File: src/rtl/accwb_pkg.sv
package accwb_pkg;
  localparam int BYTE_W = 8;
  typedef enum logic {ST_IDLE, ST_BUSY} bus_state_t;
endpackage

File: src/rtl/accwb_lane_map.sv
module accwb_lane_map #(
  parameter int DATA_W = 32,
  parameter int SIZE_W = 6,
  localparam int NB    = DATA_W / 8,
  localparam int OFF_W = $clog2(NB)
) (
  input  logic [SIZE_W-1:0] bits_i,
  input  logic [OFF_W-1:0]  addr_lo_i,
  input  logic [DATA_W-1:0] wdata_i,
  output logic [NB-1:0]     sel_o,
  output logic [OFF_W-1:0]  off_o,
  output logic [DATA_W-1:0] keep_o,
  output logic [DATA_W-1:0] wdata_o
);
  logic [SIZE_W-4:0] bytes_req;
  logic [OFF_W:0]    lg;
  logic [NB-1:0]     base_sel;
  logic [OFF_W-1:0]  low_mask;

  assign bytes_req = bits_i[SIZE_W-1:3];

  // log2 of the lane count; unknown widths fall back to full width
  always_comb begin
    lg = (OFF_W+1)'(OFF_W);
    for (int k = 0; k < OFF_W; k++) begin
      if (bits_i[2:0] == 3'b000 && bytes_req == (SIZE_W-3)'(1 << k))
        lg = (OFF_W+1)'(k);
    end
  end

  always_comb begin
    for (int i = 0; i < NB; i++) base_sel[i] = (i < (1 << lg));
  end

  assign low_mask = OFF_W'((1 << lg) - 1);
  assign off_o    = addr_lo_i & ~low_mask;
  assign sel_o    = base_sel << off_o;

  genvar gi;
  generate
    for (gi = 0; gi < DATA_W; gi++) begin : g_keep
      assign keep_o[gi] = base_sel[gi / accwb_pkg::BYTE_W];
    end
  endgenerate

  assign wdata_o = (wdata_i & keep_o) << {off_o, 3'b000};
endmodule

File: src/rtl/accwb_seq.sv
module accwb_seq #(
  parameter int ADDR_W = 32,
  parameter int DATA_W = 32,
  localparam int NB    = DATA_W / 8,
  localparam int OFF_W = $clog2(NB)
) (
  input  logic                    clk,
  input  logic                    rst_n,
  input  logic                    rd_i,
  input  logic                    wr_i,
  input  logic [ADDR_W-OFF_W-1:0] word_i,
  input  logic [NB-1:0]           sel_i,
  input  logic [DATA_W-1:0]       wdat_i,
  input  logic                    ack_i,
  output logic                    ready_o,
  output logic                    accept_o,
  output logic                    take_o,
  output logic                    cyc_o,
  output logic                    stb_o,
  output logic [ADDR_W-1:0]       adr_o,
  output logic [NB-1:0]           sel_o,
  output logic [DATA_W-1:0]       dat_o,
  output logic                    we_o,
  output logic                    done_o
);
  import accwb_pkg::*;
  bus_state_t state;

  assign ready_o  = (state == ST_IDLE);
  assign accept_o = ready_o && (rd_i || wr_i);
  assign cyc_o    = (state == ST_BUSY);
  assign stb_o    = cyc_o;
  assign take_o   = cyc_o && ack_i;

  always_ff @(posedge clk) begin
    if (!rst_n) begin
      state  <= ST_IDLE;
      adr_o  <= '0;
      sel_o  <= '0;
      dat_o  <= '0;
      we_o   <= 1'b0;
      done_o <= 1'b0;
    end else begin
      done_o <= take_o;
      if (accept_o) begin
        state <= ST_BUSY;
        adr_o <= {word_i, {OFF_W{1'b0}}};
        sel_o <= sel_i;
        dat_o <= wdat_i;
        we_o  <= wr_i;
      end else if (take_o) begin
        state <= ST_IDLE;
      end
    end
  end

  p_hold_r3: assert property (@(posedge clk) disable iff (!rst_n)
    cyc_o && !ack_i |=> cyc_o);
  p_stable_r3: assert property (@(posedge clk) disable iff (!rst_n)
    cyc_o && !ack_i |=> $stable(adr_o) && $stable(sel_o) && $stable(dat_o) && $stable(we_o));
  p_end_r4: assert property (@(posedge clk) disable iff (!rst_n)
    cyc_o && ack_i |=> !cyc_o && done_o);
  p_done_src_r4: assert property (@(posedge clk) disable iff (!rst_n)
    done_o |-> $past(cyc_o && ack_i));
  p_ready_r10: assert property (@(posedge clk) disable iff (!rst_n)
    done_o |-> ready_o);
  p_lanes_r5: assert property (@(posedge clk) disable iff (!rst_n)
    cyc_o |-> ($countones(sel_o) == 1 || $countones(sel_o) == 2 || $countones(sel_o) == NB));
endmodule

File: src/rtl/accwb_rd_align.sv
module accwb_rd_align #(
  parameter int DATA_W = 32,
  localparam int NB    = DATA_W / 8,
  localparam int OFF_W = $clog2(NB)
) (
  input  logic              clk,
  input  logic              rst_n,
  input  logic              accept_i,
  input  logic [OFF_W-1:0]  off_i,
  input  logic [DATA_W-1:0] keep_i,
  input  logic              take_i,
  input  logic              we_i,
  input  logic [DATA_W-1:0] bus_i,
  output logic [DATA_W-1:0] data_o
);
  logic [OFF_W-1:0]  off_q;
  logic [DATA_W-1:0] keep_q;
  logic              cap;

  assign cap = take_i && !we_i;

  always_ff @(posedge clk) begin
    if (!rst_n) begin
      off_q  <= '0;
      keep_q <= '0;
      data_o <= '0;
    end else begin
      if (accept_i) begin
        off_q  <= off_i;
        keep_q <= keep_i;
      end
      if (cap) data_o <= (bus_i >> {off_q, 3'b000}) & keep_q;
    end
  end

  p_keep_r8: assert property (@(posedge clk) disable iff (!rst_n)
    !cap |=> $stable(data_o));
endmodule

File: src/rtl/accmem_wb_bridge.sv
module accmem_wb_bridge #(
  parameter int ADDR_W = 32,
  parameter int DATA_W = 32,
  parameter int SIZE_W = $clog2(DATA_W) + 1,
  localparam int NB    = DATA_W / 8,
  localparam int OFF_W = $clog2(NB)
) (
  input  logic              clk,
  input  logic              rst_n,
  input  logic [ADDR_W-1:0] req_addr,
  input  logic [DATA_W-1:0] req_wdata,
  input  logic              req_rd,
  input  logic              req_wr,
  input  logic [SIZE_W-1:0] req_bits,
  output logic              req_ready,
  output logic [DATA_W-1:0] rsp_data,
  output logic              rsp_valid,
  output logic [ADDR_W-1:0] wb_adr_o,
  output logic [DATA_W-1:0] wb_dat_o,
  input  logic [DATA_W-1:0] wb_dat_i,
  output logic [NB-1:0]     wb_sel_o,
  output logic              wb_we_o,
  output logic              wb_cyc_o,
  output logic              wb_stb_o,
  input  logic              wb_ack_i
);
  logic [NB-1:0]     lane_sel;
  logic [OFF_W-1:0]  lane_off;
  logic [DATA_W-1:0] lane_keep;
  logic [DATA_W-1:0] lane_wdat;
  logic              accept;
  logic              take;

  accwb_lane_map #(.DATA_W(DATA_W), .SIZE_W(SIZE_W)) u_map (
    .bits_i    (req_bits),
    .addr_lo_i (req_addr[OFF_W-1:0]),
    .wdata_i   (req_wdata),
    .sel_o     (lane_sel),
    .off_o     (lane_off),
    .keep_o    (lane_keep),
    .wdata_o   (lane_wdat)
  );

  accwb_seq #(.ADDR_W(ADDR_W), .DATA_W(DATA_W)) u_seq (
    .clk      (clk),
    .rst_n    (rst_n),
    .rd_i     (req_rd),
    .wr_i     (req_wr),
    .word_i   (req_addr[ADDR_W-1:OFF_W]),
    .sel_i    (lane_sel),
    .wdat_i   (lane_wdat),
    .ack_i    (wb_ack_i),
    .ready_o  (req_ready),
    .accept_o (accept),
    .take_o   (take),
    .cyc_o    (wb_cyc_o),
    .stb_o    (wb_stb_o),
    .adr_o    (wb_adr_o),
    .sel_o    (wb_sel_o),
    .dat_o    (wb_dat_o),
    .we_o     (wb_we_o),
    .done_o   (rsp_valid)
  );

  accwb_rd_align #(.DATA_W(DATA_W)) u_rd (
    .clk      (clk),
    .rst_n    (rst_n),
    .accept_i (accept),
    .off_i    (lane_off),
    .keep_i   (lane_keep),
    .take_i   (take),
    .we_i     (wb_we_o),
    .bus_i    (wb_dat_i),
    .data_o   (rsp_data)
  );
endmodule

File: config.mk
export PLATFORM = sky130hd
export DESIGN_NAME = accmem_wb_bridge
export DESIGN_NICKNAME = d
export VERILOG_FILES = /design/src/rtl/accwb_pkg.sv /design/src/rtl/accwb_lane_map.sv /design/src/rtl/accwb_seq.sv /design/src/rtl/accwb_rd_align.sv /design/src/rtl/accmem_wb_bridge.sv
export SDC_FILE = /design/constraint.sdc
export NUM_CORES = 1
export LEC_CHECK = 0
export ABC_AREA = 1
export ABC_CLOCK_PERIOD_IN_PS = 2100
export BUFFER_PORTS_ARGS = -buffer_cell sky130_fd_sc_hd__buf_4
export CAP_MARGIN = 40
export CORE_ASPECT_RATIO = 0.7
export CORE_MARGIN = 3
export CORE_UTILIZATION = 50
export CTS_CLUSTER_DIAMETER = 100
export DETAILED_ROUTE_END_ITERATION = 12
export PLACE_DENSITY_LB_ADDON = 0.25
export SLEW_MARGIN = 0
export SYNTH_ARGS = -nofsm -noshare
export SYNTH_HDL_FRONTEND = slang
export SYNTH_SLANG_ARGS = --single-unit
File: constraint.sdc
create_clock -name clk -period 2.1 [get_ports clk]
set_input_delay 0.21 -clock clk [delete_from_list [all_inputs] [get_ports clk]]
set_output_delay 0.21 -clock clk [all_outputs]
set_load 0.05 [all_outputs]
### Yosys cells after proc, flatten, opt, wreduce, memory -nomap -nowiden

Index checks and enable logic that the tools add are counted.

* add/sub/neg operators: 1
* $mul: 0
* div/mod/pow operators: 0
* $lt $le $gt $ge: 4
* equal/unequal tests: 2
* shift-type cells: 4
* muxes and demuxes: 4
* bitwise gates (word level): 5
* reductions and logical operators: 9

Operators with widths (number)
* 32-bit bitwise AND: 2
* 3-bit by 32-bit < comparator with 1-bit output, first input constant: 2
* 1-bit by 32-bit < comparator with 1-bit output, first input constant: 1
* 2-bit by 32-bit < comparator with 1-bit output, first input constant: 1
* 1-bit by 2-bit left shift with 32-bit output, first input constant: 1
* 32-bit by 5-bit left shift with 32-bit output: 1
* 32-bit by 5-bit >> shifter with 32-bit output: 1
* 1-bit logical AND: 5
* 2-bit 2-to-1 mux: 2
* 4-bit by 2-bit left shift with 4-bit output: 1
* 3-bit by 1-bit equality test with 1-bit output, second input constant: 1
* 3-bit by 2-bit equality test with 1-bit output, second input constant: 1
* 3-bit zero test: 1
* 2-bit bitwise AND: 1
* 1-bit 2-to-1 mux: 2
* 2-bit inverter: 1
* 2-bit nonzero test: 1
* 2-bit subtractor, second input constant: 1
* 1-bit zero test: 1
* 1-bit logical OR: 1
* 1-bit inverter: 1

* register bits after elaboration: 128
* bits in latches: 0
* bits in writable memories: 0
* bits in read-only memories: 0
* memories kept: 0

### Depth between registers and ports, before layout

* depth in word-level cells: 9
* depth in mapped cells: 9
* gate-level depth less buffers: 8

### By module

Synthesis repeated with hierarchy kept, for this count alone.

* cells, all modules: 992
* area, all modules: 6700.2 sq um

By module, submodules not included
* accwb_seq: times used 1, cells each 448, area an instance 3035.4 sq um, seq. area each 1381.3 sq um
* accwb_rd_align: times used 1, cells each 394, area an instance 2887.8 sq um, seq. area each 1321.3 sq um
* accwb_lane_map: times used 1, cells each 150, area an instance 777.0 sq um, seq. area each 0.0 sq um

### Least setup slack after synthesis

Ideal clock, no wire load.

* path type: reg-to-reg
* start point: reg u_seq.state, in the netlist u_seq.cyc_o
* end point: reg u_seq.sel_o[3]
* setup time: 0.128 ns
* arrival time: 2.083 ns
* data required time: 1.972 ns
* path slack: -0.111 ns
* cell stages (with the launch flop): 9
* path buffers: 1
* clock period less this slack: 2.211 ns
* cells stage by stage: dfxtp_1 clkinv_1 o21ai_2 inv_2 buf_2 nand2_1 nand2_1 a21oi_1 nor2_1

* word-level cells in the longest chain between the ends: 2

Ends and longest elaborated chain
* start, declared: line accwb_seq.sv:27 `bus_state_t state;`
* start signal, assigned: line accwb_seq.sv:37 `state <= ST_IDLE;`
* start signal, assigned: line accwb_seq.sv:46 `state <= ST_BUSY;`
* start signal, assigned: line accwb_seq.sv:52 `state <= ST_IDLE;`
* 1-bit inverter: line accwb_seq.sv:29 `assign ready_o = (state == ST_IDLE);`
* via req_ready: line accmem_wb_bridge.sv:15 `output logic req_ready,`
* 1-bit logical AND: line accwb_seq.sv:30 `assign accept_o = ready_o && (rd_i || wr_i);`
* end signal, assigned: line accwb_seq.sv:48 `sel_o <= sel_i;`
* end, declared: line accwb_seq.sv:21 `output logic [NB-1:0] sel_o,`

The timed path passes the listed nets, and every way through them passes these cells.
A chain may end at the register's enable or synchronous reset.

### Final worst setup path

* start point: reg u_seq.state, in the netlist u_seq.cyc_o
* end point: reg u_rd.data_o[21]

* word-level cells in the longest chain between the ends: 2

Ends and longest elaborated chain
* 1-bit logical AND: line accwb_seq.sv:33 `assign take_o = cyc_o && ack_i;`
* 1-bit logical AND: line accwb_rd_align.sv:20 `assign cap = take_i && !we_i;`
* end signal, assigned: line accwb_rd_align.sv:32 `if (cap) data_o <= (bus_i >> {off_q, 3'b000}) & keep_q;`
* end, declared: line accwb_rd_align.sv:14 `output logic [DATA_W-1:0] data_o`

No other way between the ends.

==> out/summary.txt <==
outcome: finished, final reports clean
period utilisation layout: 90.1%
highest metal used: met4
Layout Nets: 952
Hold/Removal Path Class: in2reg
RSZ-0062 raised after global routing: no
clk root buf: clkbuf_16
Layout Area Growth over Synthesis: 41.6%
wire per inst: 15.4 µm
Initial Util: 52.7%
Fmax: 0.528 GHz
number of flops mapped to enable cells by yosys: 0
minimum clock period: 1.89 ns
sequential share of power: 42.3%
share of the synthesized area in the top cell type: 46.5%
worst hold path depth: 3
ANT cells: 0
initial antenna violation count: 0
max_slew headroom: 42.3%
first-pass GRT wire length: 23.6 mm
Port-buffer cells: 209
Placer Congestion: 0.924
Core Rows: 28
synthesized cell area: 0.00456 mm²
TritonCTS clock tree: yes
min-delay src: req_addr[2]
Skew-Pair Late Insertion Delay: 0.33 ns
Arr. time, crit path: 2.14 ns
critical path required time: 2.35 ns
Residual DRC: 0
hold slack: 0.129 ns
total track usage: 28.4%
worst reg-to-reg path cell count: 5
Congestion Overflow GR: 0
Crit. End Element: register
max cap viols: 0
peak supply drop: 0.664 mV
post-cts sizing count: 0
vias in the first global route: 4,815
Clock Sinks: 106
Cell variety after synth: 26
Die H: 85.9 µm
critical path fanouts, max: 19
Final WS setup: 0.207 ns
fin. max-slew vios: 0
CP startpoint: u_seq.cyc_o
P_int: 0.00353 W
Leak Pwr: 3.10 nW
drt pass-1 iters: 5
Iter 0 DRT Violations: 515
post-synthesis sequential area ratio: 46.5%
Synth Flop Type: dfxtp_1
final hold viol count: 0
Die X: 120 µm
Reg clk slew, reported paths: 0.07 ns
Post-synth ARST share: 0%
P_sw: 0.00175 W
PwrDens: 818 mW/mm²
type of origin of the critical path: register
commonest non-fill, non-tap cell in the layout: buf_4
Final Skew: 0.00488 ns
final core occ: 74.6%
Sw Ratio: 33.1%
die area: 0.0103 mm²
Seq cells post-synth: 106
clock share of power: 30.8%
synthesized area per cell: 6.93 µm²
share of layout cells above drive strength 1: 28.7%
Post-Place Setup Slack: 0.294 ns
Synth area leader: dfxtp_1
post-synthesis instance total: 658
setup tns final: 0 ns
Vias: 5,093
worst-margin pin slew: 0.866 ns
Comb power frac: 27.0%
most frequent cells in the layout: buf_4 (220), nand2_1 (212), dfxtp_1 (106), a21oi_1 (74), nand3_1 (69)
total CTS buffers: 9
synth warn: 0
Crit Path Category: reg2reg
DRT antenna net count: 0
dominant cells by area after synthesis: dfxtp_1 (47%), nand2_1 (17%), a21oi_1 (8.1%), nand3_1 (7.6%), nor2_1 (5.6%)
reg2reg start: u_seq.cyc_o
DR vias/cell: 5.26
Power Total: 0.00528 W
Core ar.: 0.00865 mm²
Post-Route M1 WL: 6.48 mm
IO Pins: 212
Final setup viols: 0
final wirelength: 14.9 mm
met3 wire length: 1.49 mm
largest net degree at the start of global routing: 50
Clock Path Buffers: 2
H-tree depth reported by CTS: 3
Post-CTS Hold Buffers: 0
Post-DP HPWL: 11.2 mm
buffers inserted by post-CTS timing repair: 0
R2R setup slack: 0.21 ns
met2 routed WL: 6.62 mm
synth_stat cells, types with 2 or more instances:
master and n:
o21ai_0 33, nor2_1 68, inv_1 27, a21oi_1 74, buf_1 2, o211ai_1 8
buf_2 12, nor2_4 2, dfxtp_1 106, buf_4 6, clkinv_1 2, nand2_1 212
buf_6 2, nand3_1 69, clkbuf_1 24
critical path: stages, from the launching register on:
cell and delay [ns]:
dfxtp_1 0.36, nand2_1 0.12, or2_1 0.69, buf_4 0.36, nand2_1 0.07, a21oi_1 0.20
final cells by class:
| class | count | area, µm² |
|---|---|---|
| fillers | 683 | 2200 |
| clock inverters | 4 | 53.8 |
| inverters | 30 | 114 |
| multi-input cells | 477 | 2110 |
| well taps | 120 | 150 |
| flip-flops and latches | 106 | 2120 |
| repair buffers | 221 | 1670 |
| clock buffers | 11 | 233 |
logic make-up (layout without fill, tap and decap cells):
family          Yosys count  after routing  synth area share [%]
buf+inv                  76            266                  7.41
compound gates          119            119                  13.8
flops                   106            106                  46.5
simple gates            356            356                  32.2
other cells               1              2                0.0822
routing by layer:
layer	up-vias	global-route usage, %
met4	0	8.00
li1	2487	-
met2	281	44.0
met3	30	7.12
met1	2295	39.5
met5	-	0
per-stage QoR:
stage / cell area (µm²) / instances
finish: 6450 / 969
global route: 6450 / 969
CTS: 6450 / 969
detailed placement: 6170 / 954
global placement: 6170 / 954
floorplan: 4560 / 659
state kept, by name (all words and copies together) (netlist names):
| signal | count |
|---|---|
| u_rd.data_o | 32 |
| u_rd.keep_q | 3 |
| u_rd.off_q | 2 |
| u_seq.adr_o | 30 |
| u_seq.cyc_o | 1 |
| u_seq.dat_o | 32 |
| u_seq.done_o | 1 |
| u_seq.sel_o | 4 |
| u_seq.we_o | 1 |
worst paths after layout:
check | end
worst max-delay path | u_rd.data_o[21]
worst max register to register | u_rd.data_o[21]
worst min-delay path | u_seq.adr_o[2]
worst min register to register | u_rd.data_o[0]
power by group through the flow:
stage	combinational [W]	clock [W]	sequential [W]
after global placement	0.00139	0	0.00227
after floorplan	0.000470	0	0.00271
after CTS	0.00142	0.00165	0.00223
after global routing	0.00152	0.00174	0.00225
after detailed placement	0.00141	0	0.00227
final	0.00142	0.00162	0.00223
Power figures use the tool's default switching activity.
